**config.mk**
```make
export PLATFORM = sky130hd
export DESIGN_NAME = evt_bank
export DESIGN_NICKNAME = d
export VERILOG_FILES = /design/src/rtl/evt_bank_pkg.sv /design/src/rtl/evt_wr_decode.sv /design/src/rtl/evt_detect.sv /design/src/rtl/evt_state.sv /design/src/rtl/evt_bank.sv
export SDC_FILE = /design/constraint.sdc
export NUM_CORES = 1
export LEC_CHECK = 0
export BUFFER_PORTS_ARGS = -buffer_cell sky130_fd_sc_hd__buf_2
export CAP_MARGIN = 20
export CELL_PAD_IN_SITES_DETAIL_PLACEMENT = 0
export CELL_PAD_IN_SITES_GLOBAL_PLACEMENT = 2
export CORE_MARGIN = 1
export CORE_UTILIZATION = 37
export DETAILED_ROUTE_END_ITERATION = 12
export PLACE_DENSITY_LB_ADDON = 0.1
export SYNTH_ARGS = -nofsm -noshare
export SYNTH_HDL_FRONTEND = slang
export SYNTH_SLANG_ARGS = --single-unit
```
**constraint.sdc**
```tcl
create_clock -name clk_i -period 3.1 [get_ports clk_i]
set_input_delay 0.465 -clock clk_i [delete_from_list [all_inputs] [get_ports clk_i]]
set_output_delay 0.465 -clock clk_i [all_outputs]
set_load 0.05 [all_outputs]
```
**src/rtl/evt_bank_pkg.sv**
```systemverilog
package evt_bank_pkg;
  localparam int unsigned REG_AW = 8;

  localparam logic [REG_AW-1:0] A_GLB      = 8'h00;
  localparam logic [REG_AW-1:0] A_PSET_IDX = 8'h04;
  localparam logic [REG_AW-1:0] A_PCLR_IDX = 8'h08;
  localparam logic [REG_AW-1:0] A_ESET_IDX = 8'h0C;
  localparam logic [REG_AW-1:0] A_ECLR_IDX = 8'h10;
  localparam logic [REG_AW-1:0] A_RAW      = 8'h20;
  localparam logic [REG_AW-1:0] A_PCLR_MSK = 8'h28;
  localparam logic [REG_AW-1:0] A_ESET_MSK = 8'h30;
  localparam logic [REG_AW-1:0] A_ECLR_MSK = 8'h38;
  localparam logic [REG_AW-1:0] A_POL      = 8'h40;
  localparam logic [REG_AW-1:0] A_TYP      = 8'h48;
  localparam logic [REG_AW-1:0] A_EN       = 8'h50;

  // word w of a two-word group sits at base + 4*w
  function automatic logic [REG_AW-1:0] word_addr(logic [REG_AW-1:0] base, int w);
    return base + REG_AW'(4 * w);
  endfunction
endpackage

```
**src/rtl/evt_wr_decode.sv**
```systemverilog
module evt_wr_decode
  import evt_bank_pkg::*;
#(
  parameter int unsigned NUM_EVT = 64,
  parameter int unsigned DATA_W  = 32,
  localparam int unsigned NUM_WORDS = NUM_EVT / DATA_W,
  localparam int unsigned IDX_W     = $clog2(NUM_EVT)
) (
  input  logic                 wr_en_i,
  input  logic [REG_AW-1:0]    wr_addr_i,
  input  logic [DATA_W-1:0]    wr_data_i,
  output logic [NUM_EVT-1:0]   pend_set_o,
  output logic [NUM_EVT-1:0]   pend_clr_o,
  output logic [NUM_EVT-1:0]   en_set_o,
  output logic [NUM_EVT-1:0]   en_clr_o,
  output logic                 glb_we_o,
  output logic [NUM_WORDS-1:0] pol_we_o,
  output logic [NUM_WORDS-1:0] typ_we_o
);
  logic             idx_ok;
  logic [IDX_W-1:0] idx;

  // full-width range check: no aliasing of out-of-range indices
  assign idx_ok = wr_data_i < DATA_W'(NUM_EVT);
  assign idx    = wr_data_i[IDX_W-1:0];

  always_comb begin
    pend_set_o = '0;
    pend_clr_o = '0;
    en_set_o   = '0;
    en_clr_o   = '0;
    glb_we_o   = 1'b0;
    pol_we_o   = '0;
    typ_we_o   = '0;
    if (wr_en_i) begin
      glb_we_o = (wr_addr_i == A_GLB);
      if (idx_ok) begin
        if (wr_addr_i == A_PSET_IDX) pend_set_o[idx] = 1'b1;
        if (wr_addr_i == A_PCLR_IDX) pend_clr_o[idx] = 1'b1;
        if (wr_addr_i == A_ESET_IDX) en_set_o[idx]   = 1'b1;
        if (wr_addr_i == A_ECLR_IDX) en_clr_o[idx]   = 1'b1;
      end
      for (int w = 0; w < int'(NUM_WORDS); w++) begin
        if (wr_addr_i == word_addr(A_PCLR_MSK, w)) pend_clr_o[w*DATA_W +: DATA_W] |= wr_data_i;
        if (wr_addr_i == word_addr(A_ESET_MSK, w)) en_set_o[w*DATA_W +: DATA_W]   |= wr_data_i;
        if (wr_addr_i == word_addr(A_ECLR_MSK, w)) en_clr_o[w*DATA_W +: DATA_W]   |= wr_data_i;
        pol_we_o[w] = (wr_addr_i == word_addr(A_POL, w));
        typ_we_o[w] = (wr_addr_i == word_addr(A_TYP, w));
      end
    end
  end
endmodule

```
**src/rtl/evt_detect.sv**
```systemverilog
module evt_detect #(
  parameter int unsigned NUM_EVT = 64
) (
  input  logic               clk_i,
  input  logic               rst_ni,
  input  logic [NUM_EVT-1:0] evt_i,
  input  logic [NUM_EVT-1:0] pol_i,
  input  logic [NUM_EVT-1:0] typ_i,
  output logic [NUM_EVT-1:0] hw_set_o
);
  for (genvar g = 0; g < NUM_EVT; g++) begin : g_evt
    logic act;
    logic act_q;
    assign act = pol_i[g] ? evt_i[g] : ~evt_i[g];
    always_ff @(posedge clk_i or negedge rst_ni) begin
      if (!rst_ni) act_q <= 1'b0;
      else         act_q <= act;
    end
    // type 1: level, type 0: rising edge of the active sense
    assign hw_set_o[g] = typ_i[g] ? act : (act & ~act_q);
  end
endmodule

```
**src/rtl/evt_state.sv**
```systemverilog
module evt_state #(
  parameter int unsigned NUM_EVT = 64,
  parameter int unsigned DATA_W  = 32,
  localparam int unsigned NUM_WORDS = NUM_EVT / DATA_W
) (
  input  logic                 clk_i,
  input  logic                 rst_ni,
  input  logic [NUM_EVT-1:0]   hw_set_i,
  input  logic [NUM_EVT-1:0]   pend_set_i,
  input  logic [NUM_EVT-1:0]   pend_clr_i,
  input  logic [NUM_EVT-1:0]   en_set_i,
  input  logic [NUM_EVT-1:0]   en_clr_i,
  input  logic                 glb_we_i,
  input  logic [NUM_WORDS-1:0] pol_we_i,
  input  logic [NUM_WORDS-1:0] typ_we_i,
  input  logic [DATA_W-1:0]    wr_data_i,
  output logic [NUM_EVT-1:0]   pend_o,
  output logic [NUM_EVT-1:0]   en_o,
  output logic [NUM_EVT-1:0]   pol_o,
  output logic [NUM_EVT-1:0]   typ_o,
  output logic                 glb_o
);
  always_ff @(posedge clk_i or negedge rst_ni) begin
    if (!rst_ni) begin
      pend_o <= '0;
      en_o   <= '0;
      glb_o  <= 1'b0;
      pol_o  <= '1;
      typ_o  <= '0;
    end else begin
      // set terms after clear: a line-driven set is never lost
      pend_o <= (pend_o & ~pend_clr_i) | pend_set_i | hw_set_i;
      en_o   <= (en_o & ~en_clr_i) | en_set_i;
      if (glb_we_i) glb_o <= wr_data_i[0];
      for (int w = 0; w < int'(NUM_WORDS); w++) begin
        if (pol_we_i[w]) pol_o[w*DATA_W +: DATA_W] <= wr_data_i;
        if (typ_we_i[w]) typ_o[w*DATA_W +: DATA_W] <= wr_data_i;
      end
    end
  end
endmodule

```
**src/rtl/evt_bank.sv**
```systemverilog
module evt_bank
  import evt_bank_pkg::*;
#(
  parameter int unsigned NUM_EVT = 64,
  parameter int unsigned DATA_W  = 32,
  localparam int unsigned NUM_WORDS = NUM_EVT / DATA_W
) (
  input  logic               clk_i,
  input  logic               rst_ni,
  input  logic [NUM_EVT-1:0] evt_i,
  input  logic               wr_en_i,
  input  logic [REG_AW-1:0]  wr_addr_i,
  input  logic [DATA_W-1:0]  wr_data_i,
  input  logic [REG_AW-1:0]  rd_addr_i,
  output logic [DATA_W-1:0]  rd_data_o,
  output logic [NUM_EVT-1:0] irq_o
);
  logic [NUM_EVT-1:0]   pend_set, pend_clr, en_set, en_clr, hw_set;
  logic [NUM_EVT-1:0]   pend_q, en_q, pol_q, typ_q;
  logic                 glb_we, glb_q;
  logic [NUM_WORDS-1:0] pol_we, typ_we;

  evt_wr_decode #(.NUM_EVT(NUM_EVT), .DATA_W(DATA_W)) i_dec (
    .wr_en_i    (wr_en_i),
    .wr_addr_i  (wr_addr_i),
    .wr_data_i  (wr_data_i),
    .pend_set_o (pend_set),
    .pend_clr_o (pend_clr),
    .en_set_o   (en_set),
    .en_clr_o   (en_clr),
    .glb_we_o   (glb_we),
    .pol_we_o   (pol_we),
    .typ_we_o   (typ_we)
  );

  evt_detect #(.NUM_EVT(NUM_EVT)) i_det (
    .clk_i    (clk_i),
    .rst_ni   (rst_ni),
    .evt_i    (evt_i),
    .pol_i    (pol_q),
    .typ_i    (typ_q),
    .hw_set_o (hw_set)
  );

  evt_state #(.NUM_EVT(NUM_EVT), .DATA_W(DATA_W)) i_st (
    .clk_i      (clk_i),
    .rst_ni     (rst_ni),
    .hw_set_i   (hw_set),
    .pend_set_i (pend_set),
    .pend_clr_i (pend_clr),
    .en_set_i   (en_set),
    .en_clr_i   (en_clr),
    .glb_we_i   (glb_we),
    .pol_we_i   (pol_we),
    .typ_we_i   (typ_we),
    .wr_data_i  (wr_data_i),
    .pend_o     (pend_q),
    .en_o       (en_q),
    .pol_o      (pol_q),
    .typ_o      (typ_q),
    .glb_o      (glb_q)
  );

  assign irq_o = glb_q ? (pend_q & en_q) : '0;

  always_comb begin
    rd_data_o = '0;
    if (rd_addr_i == A_GLB) rd_data_o[0] = glb_q;
    for (int w = 0; w < int'(NUM_WORDS); w++) begin
      if (rd_addr_i == word_addr(A_RAW, w)) rd_data_o = pend_q[w*DATA_W +: DATA_W];
      if (rd_addr_i == word_addr(A_EN, w))  rd_data_o = en_q[w*DATA_W +: DATA_W];
      if (rd_addr_i == word_addr(A_POL, w)) rd_data_o = pol_q[w*DATA_W +: DATA_W];
      if (rd_addr_i == word_addr(A_TYP, w)) rd_data_o = typ_q[w*DATA_W +: DATA_W];
    end
  end
endmodule

```
=== Word-level counts from Yosys, hierarchy flattened ===
Index checks and enable logic that the tools add are counted.

* Eq/ne operators: 22
* Multiplexer cells: 164
* Order comparisons: 3
* Reduce and logical (&&, ||, !) cells: 3
* Bitwise operators: 206

{| class="wikitable"
|+ Operator list
! operator !! count
|-
| $mux W64 || 16
|-
| $mux W32 || 14
|-
| $and A64 B64 Y64 || 3
|-
| $or A32 B32 Y32 || 6
|-
| $or A64 B64 Y64 || 3
|-
| $mux W1 || 131
|-
| $not A1 Y1 || 128
|-
| $not A64 Y64 || 2
|-
| $eq A8 B7 Y1 const B || 10
|-
| $and A1 B1 Y1 || 64
|-
| $eq A8 B6 Y1 const B || 8
|-
| $lt A32 B7 Y1 const B || 1
|-
| $eq A8 B4 Y1 const B || 2
|-
| $logic_not A8 Y1 || 2
|-
| $eq A8 B3 Y1 const B || 1
|-
| $eq A8 B5 Y1 const B || 1
|-
| $lt A6 B7 Y1 const B || 1
|-
| $demux W1 S6 || 1
|-
| $ge A6 B1 Y1 const B || 1
|-
| $mux W2 || 2
|-
| $logic_and A1 B1 Y1 || 1
|}

* Input bits: 115
* Logic and storage cells: 469
* Register bits after elaboration: 321
* Output and inout port bits: 96

=== Longest topological paths before layout ===
* Depth after elaboration: 14
* Gate-level depth with buffers: 8
* Gate-level depth less buffers: 5

=== By module ===
Synthesis repeated with hierarchy kept, for this count alone.

* Cell total of the unflattened synthesis: 2079
* Area, all modules: 19940.4 um2

{| class="wikitable"
|+ By module, submodules not included
! module !! instances !! sequential area each (um2) !! cells each !! area each (um2)
|-
| evt_state || 1 || 6511.2 || 722 || 10221.1
|-
| evt_bank || 1 || 0.0 || 535 || 3608.5
|-
| evt_wr_decode || 1 || 0.0 || 566 || 3228.1
|-
| evt_detect || 1 || 1601.5 || 256 || 2882.8
|}

=== Worst setup path before layout ===
Ideal clock, no wire load.

* Path type: input to output
* Start point: in rd_addr_i[5]
* End point: out rd_data_o[0]
* Data arrival time: 2.961 ns
* Setup slack: -0.326 ns
* Required time: 2.635 ns
* Cell stages on the path: 6
* Path buffers: 2
* Path through: clkbuf_1 or4b_2 clkbuf_1 o32ai_1 a31oi_1 o21ai_0

* Longest elaborated chain between the ends: 10
* Elaborated cells on any way between the ends: 18
* Classes of those cells: eq/ne (8); mux (9); reduce/logical (1)

{| class="wikitable"
|+ RTL lines
! what !! line !! text
|-
| start, declared || evt_bank.sv:14 || <nowiki>input logic [REG_AW-1:0] rd_addr_i,</nowiki>
|-
| $logic_not A8 Y1 || evt_bank.sv:68 || <nowiki>if (rd_addr_i == A_GLB) rd_data_o[0] = glb_q;</nowiki>
|-
| $mux W1 || evt_bank.sv:68 ||
|-
| $mux W32 || evt_bank.sv:70 || <nowiki>if (rd_addr_i == word_addr(A_RAW, w)) rd_data_o = pend_q[w*DATA_W +: DATA_W];</nowiki>
|-
| $mux W32 || evt_bank.sv:71 || <nowiki>if (rd_addr_i == word_addr(A_EN, w)) rd_data_o = en_q[w*DATA_W +: DATA_W];</nowiki>
|-
| $mux W32 || evt_bank.sv:72 || <nowiki>if (rd_addr_i == word_addr(A_POL, w)) rd_data_o = pol_q[w*DATA_W +: DATA_W];</nowiki>
|-
| $mux W32 || evt_bank.sv:73 || <nowiki>if (rd_addr_i == word_addr(A_TYP, w)) rd_data_o = typ_q[w*DATA_W +: DATA_W];</nowiki>
|-
| $mux W32 || evt_bank.sv:70 ||
|-
| $mux W32 || evt_bank.sv:71 ||
|-
| $mux W32 || evt_bank.sv:72 ||
|-
| $mux W32 * || evt_bank.sv:73 ||
|-
| end, declared || evt_bank.sv:15 || <nowiki>output logic [DATA_W-1:0] rd_data_o,</nowiki>
|}

Mark *: on every way between the ends. The rest lies on a longest branch, timed or not.

=== Final worst setup path ===
* Start point: in rd_addr_i[7]
* End point: out rd_data_o[21]

* Longest elaborated chain between the ends: 9
* Elaborated cells on any way between the ends: 16
* Classes of those cells: eq/ne (8); mux (8)

{| class="wikitable"
|+ RTL lines
! what !! line
|-
| $eq A8 B6 Y1 || evt_bank.sv:70
|-
| $mux W32 || evt_bank.sv:70
|-
| $mux W32 || evt_bank.sv:71
|-
| $mux W32 || evt_bank.sv:72
|-
| $mux W32 || evt_bank.sv:73
|-
| $mux W32 || evt_bank.sv:70
|-
| $mux W32 || evt_bank.sv:71
|-
| $mux W32 || evt_bank.sv:72
|-
| $mux W32 * || evt_bank.sv:73
|}

Marked as above.

==> qor.txt <==
core area - 0.0470 mm^2
P per Cell Area - 467 mW/mm^2
highest routed layer - met5
mux contribution to synthesized area - 9.53%
FP Rows - 79
Post-Synth Simple-Gate Area - 16.5%
Max Clock Freq - 330 MHz
post-synthesis adder-cell area fraction - 0%
cell taking the most area after synthesis - dfrtp_1
Via density - 6.12
crit path kind - in -> out
post-synthesis sequential area ratio - 45.6%
largest net degree at the start of global routing - 83
final core utilization - 46.6%
Worst Path Max Fanout - 29
layout cell share with drive strength beyond 1 - 32.6%
syn avg cell area - 9.48 um^2
CP Capture Type - primary output
setup repair after global routing missed its margin - false
worst hold path depth - 2
worst-path cell chain - buf_2, or4b_1, buf_12, nor2_1, o32ai_1, a2111oi_0, nor3_2, buf_2
Syn Inst Count - 1876
crit share post-route - 97.9%
Fin. Hold Viols - 0
flops & latches, synth - 321
Compound-Gate Fraction of Synth Area - 20.1%
met2 wire len - 35.5 mm
VDD IR max - 0.382 mV
die width - 221 um
Netlist cell types - 55
Synth warnings - 0
Die Span Y - 221 um
max-cap check violation count - 0
slew margin rel. - 47.9%
area of the die - 0.0489 mm^2
CP most frequent cell - buf_2
worst min path class - in -> reg
crit-path max cell delay - 0.64 ns
Met3 Routed Length - 6.16 mm
initial antenna violation count - 2
CTS root buffer - clkbuf_16
Final Skew - 0.0161 ns
total track usage - 32.0%
reg-to-reg slack, setup - 1.81 ns
share of the synthesized area in the top cell type - 36.2%
port bufs - 210
final setup TNS - 0 ns
Post-synth EDFFs - 0
Post-synth top flop - dfrtp_1
via count - 16800
post-place setup slack - 0.0839 ns
CTS tree - built
CTS Buffer Depth - 3
DRT iter0 DRCs - 1426
Hold EP - i_det.g_evt[43].act_q
clk sink count - 321
Initial Utilization - 37.9%
H-tree levels - 2
final setup fails - 0
TritonRoute pass-1 iters - 5
CTS Buf Count - 39
leakage power total - 9.74 nW
post-route insts no fill - 2750
Critical R2R Launch - i_st.pol_o[16]
largest family of logic cells by synthesized area - compound AO/OA/AOI/OAI gates
DRC viols - 0
reg-to-reg endpoint - i_st.pend_o[16]
setup bufs post-CTS - 0
first-pass GRT wire length - 115 mm
Clock Pin Slew Worst Setup and Hold Paths - 0.06 ns
Slew @ Worst Pin - 0.782 ns
async set-reset flop share out of synthesis - 100%
crit path launch type - input pin
Reg2Reg Depth - 3
Nets - 2227
final WL - 78.6 mm
vias in the first global route - 17000
post-synthesis net count - 1991
Routed Antenna Nets - 0
dpl cells - 2677
Hold Startpoint - evt_i[43]
Final Critical Period - 3.03 ns
XOR/XNOR share of the synthesized area - 3.15%
hpwl dp - 55.9 mm
DRT met1 WL - 33.7 mm
fillcell total - 4575
gpl congestion - 0.935
Worst Path Arrival - 2.57 ns
Worst Path Required - 2.63 ns
fin. max-slew vios - 0
clock latency at the later pin of the worst-skew pair - 0.57 ns
Area Growth Syn to Fin - 23.2%
Top Ports - 211
Synth area leaders - dfrtp_1 36%, dfstp_2 9.5%, mux2_2 8.7%
Avg WL per Cell - 28.6 um
Slowest cell on crit path - or4b_1
fin worst setup slack - 0.0665 ns
status - completed
grt total ovfl - 0
synthesized cell area - 0.0178 mm^2
## worst max-delay path: cells and delay by family
kind	cells	cell delay (ns)
simple gates	3	0.90
compound gates	2	0.55
buf+inv	3	0.65
## sequential cells by signal, summed over array words and instances (netlist names)
name               cells
i_det.g_evt.act_q     64
i_st.en_o             64
i_st.pend_o           64
i_st.pol_o            64
i_st.typ_o            64
i_st.glb_o             1
## power by group
group	switching [mW]	leakage, nW	total (mW)	internal, mW
logic	0.669	5.38	1.05	0.384
registers	0.136	3.75	4.56	4.43
clock network	1.87	0.615	4.62	2.75
total	2.68	9.74	10.2	7.56
## synth_stat cells (all sizes together), types with 8 or more instances
library cell and count:
a31o 38, nor2 138, nand2 83, dfrtp 257, dfstp 64, inv 65
nand3 147, a21oi 47, nor4 11, a221oi 8, a21o 24, clkbuf 124
nor3 48, mux2 138, a31oi 67, mux2i 14, o21ai 202, and3 66
a22o 9, xnor2 64, a221o 73, o22ai 21, buf 43, a22oi 37
nand2b 33
## area by class of cell
cell class              count  area [um^2]  area share [%]
inverters                  65          244            1.11
clock buffers              60         1130            5.15
diodes                      2         5.00          0.0229
clock inverters            10          125           0.571
multi-input cells        1323         8880            40.5
repair buffers            362         2650            12.1
flip-flops and latches    321         8110            37.0
well taps                 607          759            3.47
## logic make-up after synthesis
logic type / Yosys count
mux: 152
xor+xnor: 64
simple gates: 569
compound gates: 538
flops: 321
buf+inv: 232
## stage by stage
| step | hold slack, ns | cell area, um^2 | total power, mW |
|---|---|---|---|
| 6_report | 0.0968 | 21900 | 10.2 |
| 2_1_floorplan | 0.169 | 17800 | 5.12 |
| 5_1_grt | 0.0993 | 21900 | 10.6 |
| 4_1_cts | 0.0758 | 21900 | 10.3 |
| 3_3_place_gp | 0.506 | 20600 | 5.66 |
| 3_5_place_dp | 0.515 | 20600 | 5.68 |
## worst max path at each step
stage	startpoint	endpoint	slack (ns)	cells past startpoint
3_5_place_dp	rd_addr_i[7]	rd_data_o[21]	0.08	8
2_1_floorplan	rd_addr_i[3]	rd_data_o[15]	0.03	8
5_1_grt	rd_addr_i[5]	rd_data_o[17]	0.03	9
4_1_cts	rd_addr_i[7]	rd_data_o[21]	0.08	8
3_3_place_gp	rd_addr_i[7]	rd_data_o[21]	0.08	8
6_report	rd_addr_i[7]	rd_data_o[21]	0.07	8
## routing by layer
layer	global-route usage [%]	vias up
met2	49.8	758
met1	43.1	8509
met3	6.64	180
met4	13.6	6
met5	0	-
li1	-	7384
## timing repair
action	CTS	global route
endpoints found under the hold margin	60	0
gates resized for setup	0	0
hold buffers	1	0
## layout by cell type (no fill, tap or decap), drive strengths merged, types with 4 or more instances in the layout
master / n
nand2: 83
dfstp: 64
buf: 361
o21ai: 202
a31o: 38
or3: 7
nand2b: 33
nand3: 147
inv: 65
mux2: 138
nor4: 11
a22o: 9
nand3b: 6
and3: 66
clkbuf: 60
a22oi: 37
nor3b: 5
nor4b: 4
clkinv: 7
o22ai: 21
xnor2: 64
mux2i: 14
a221oi: 8
a21oi: 47
nor3: 48
a21o: 24
dfrtp: 257
and2: 4
a221o: 73
nor2: 138
a31oi: 67
Power figures use the tool's default switching activity.
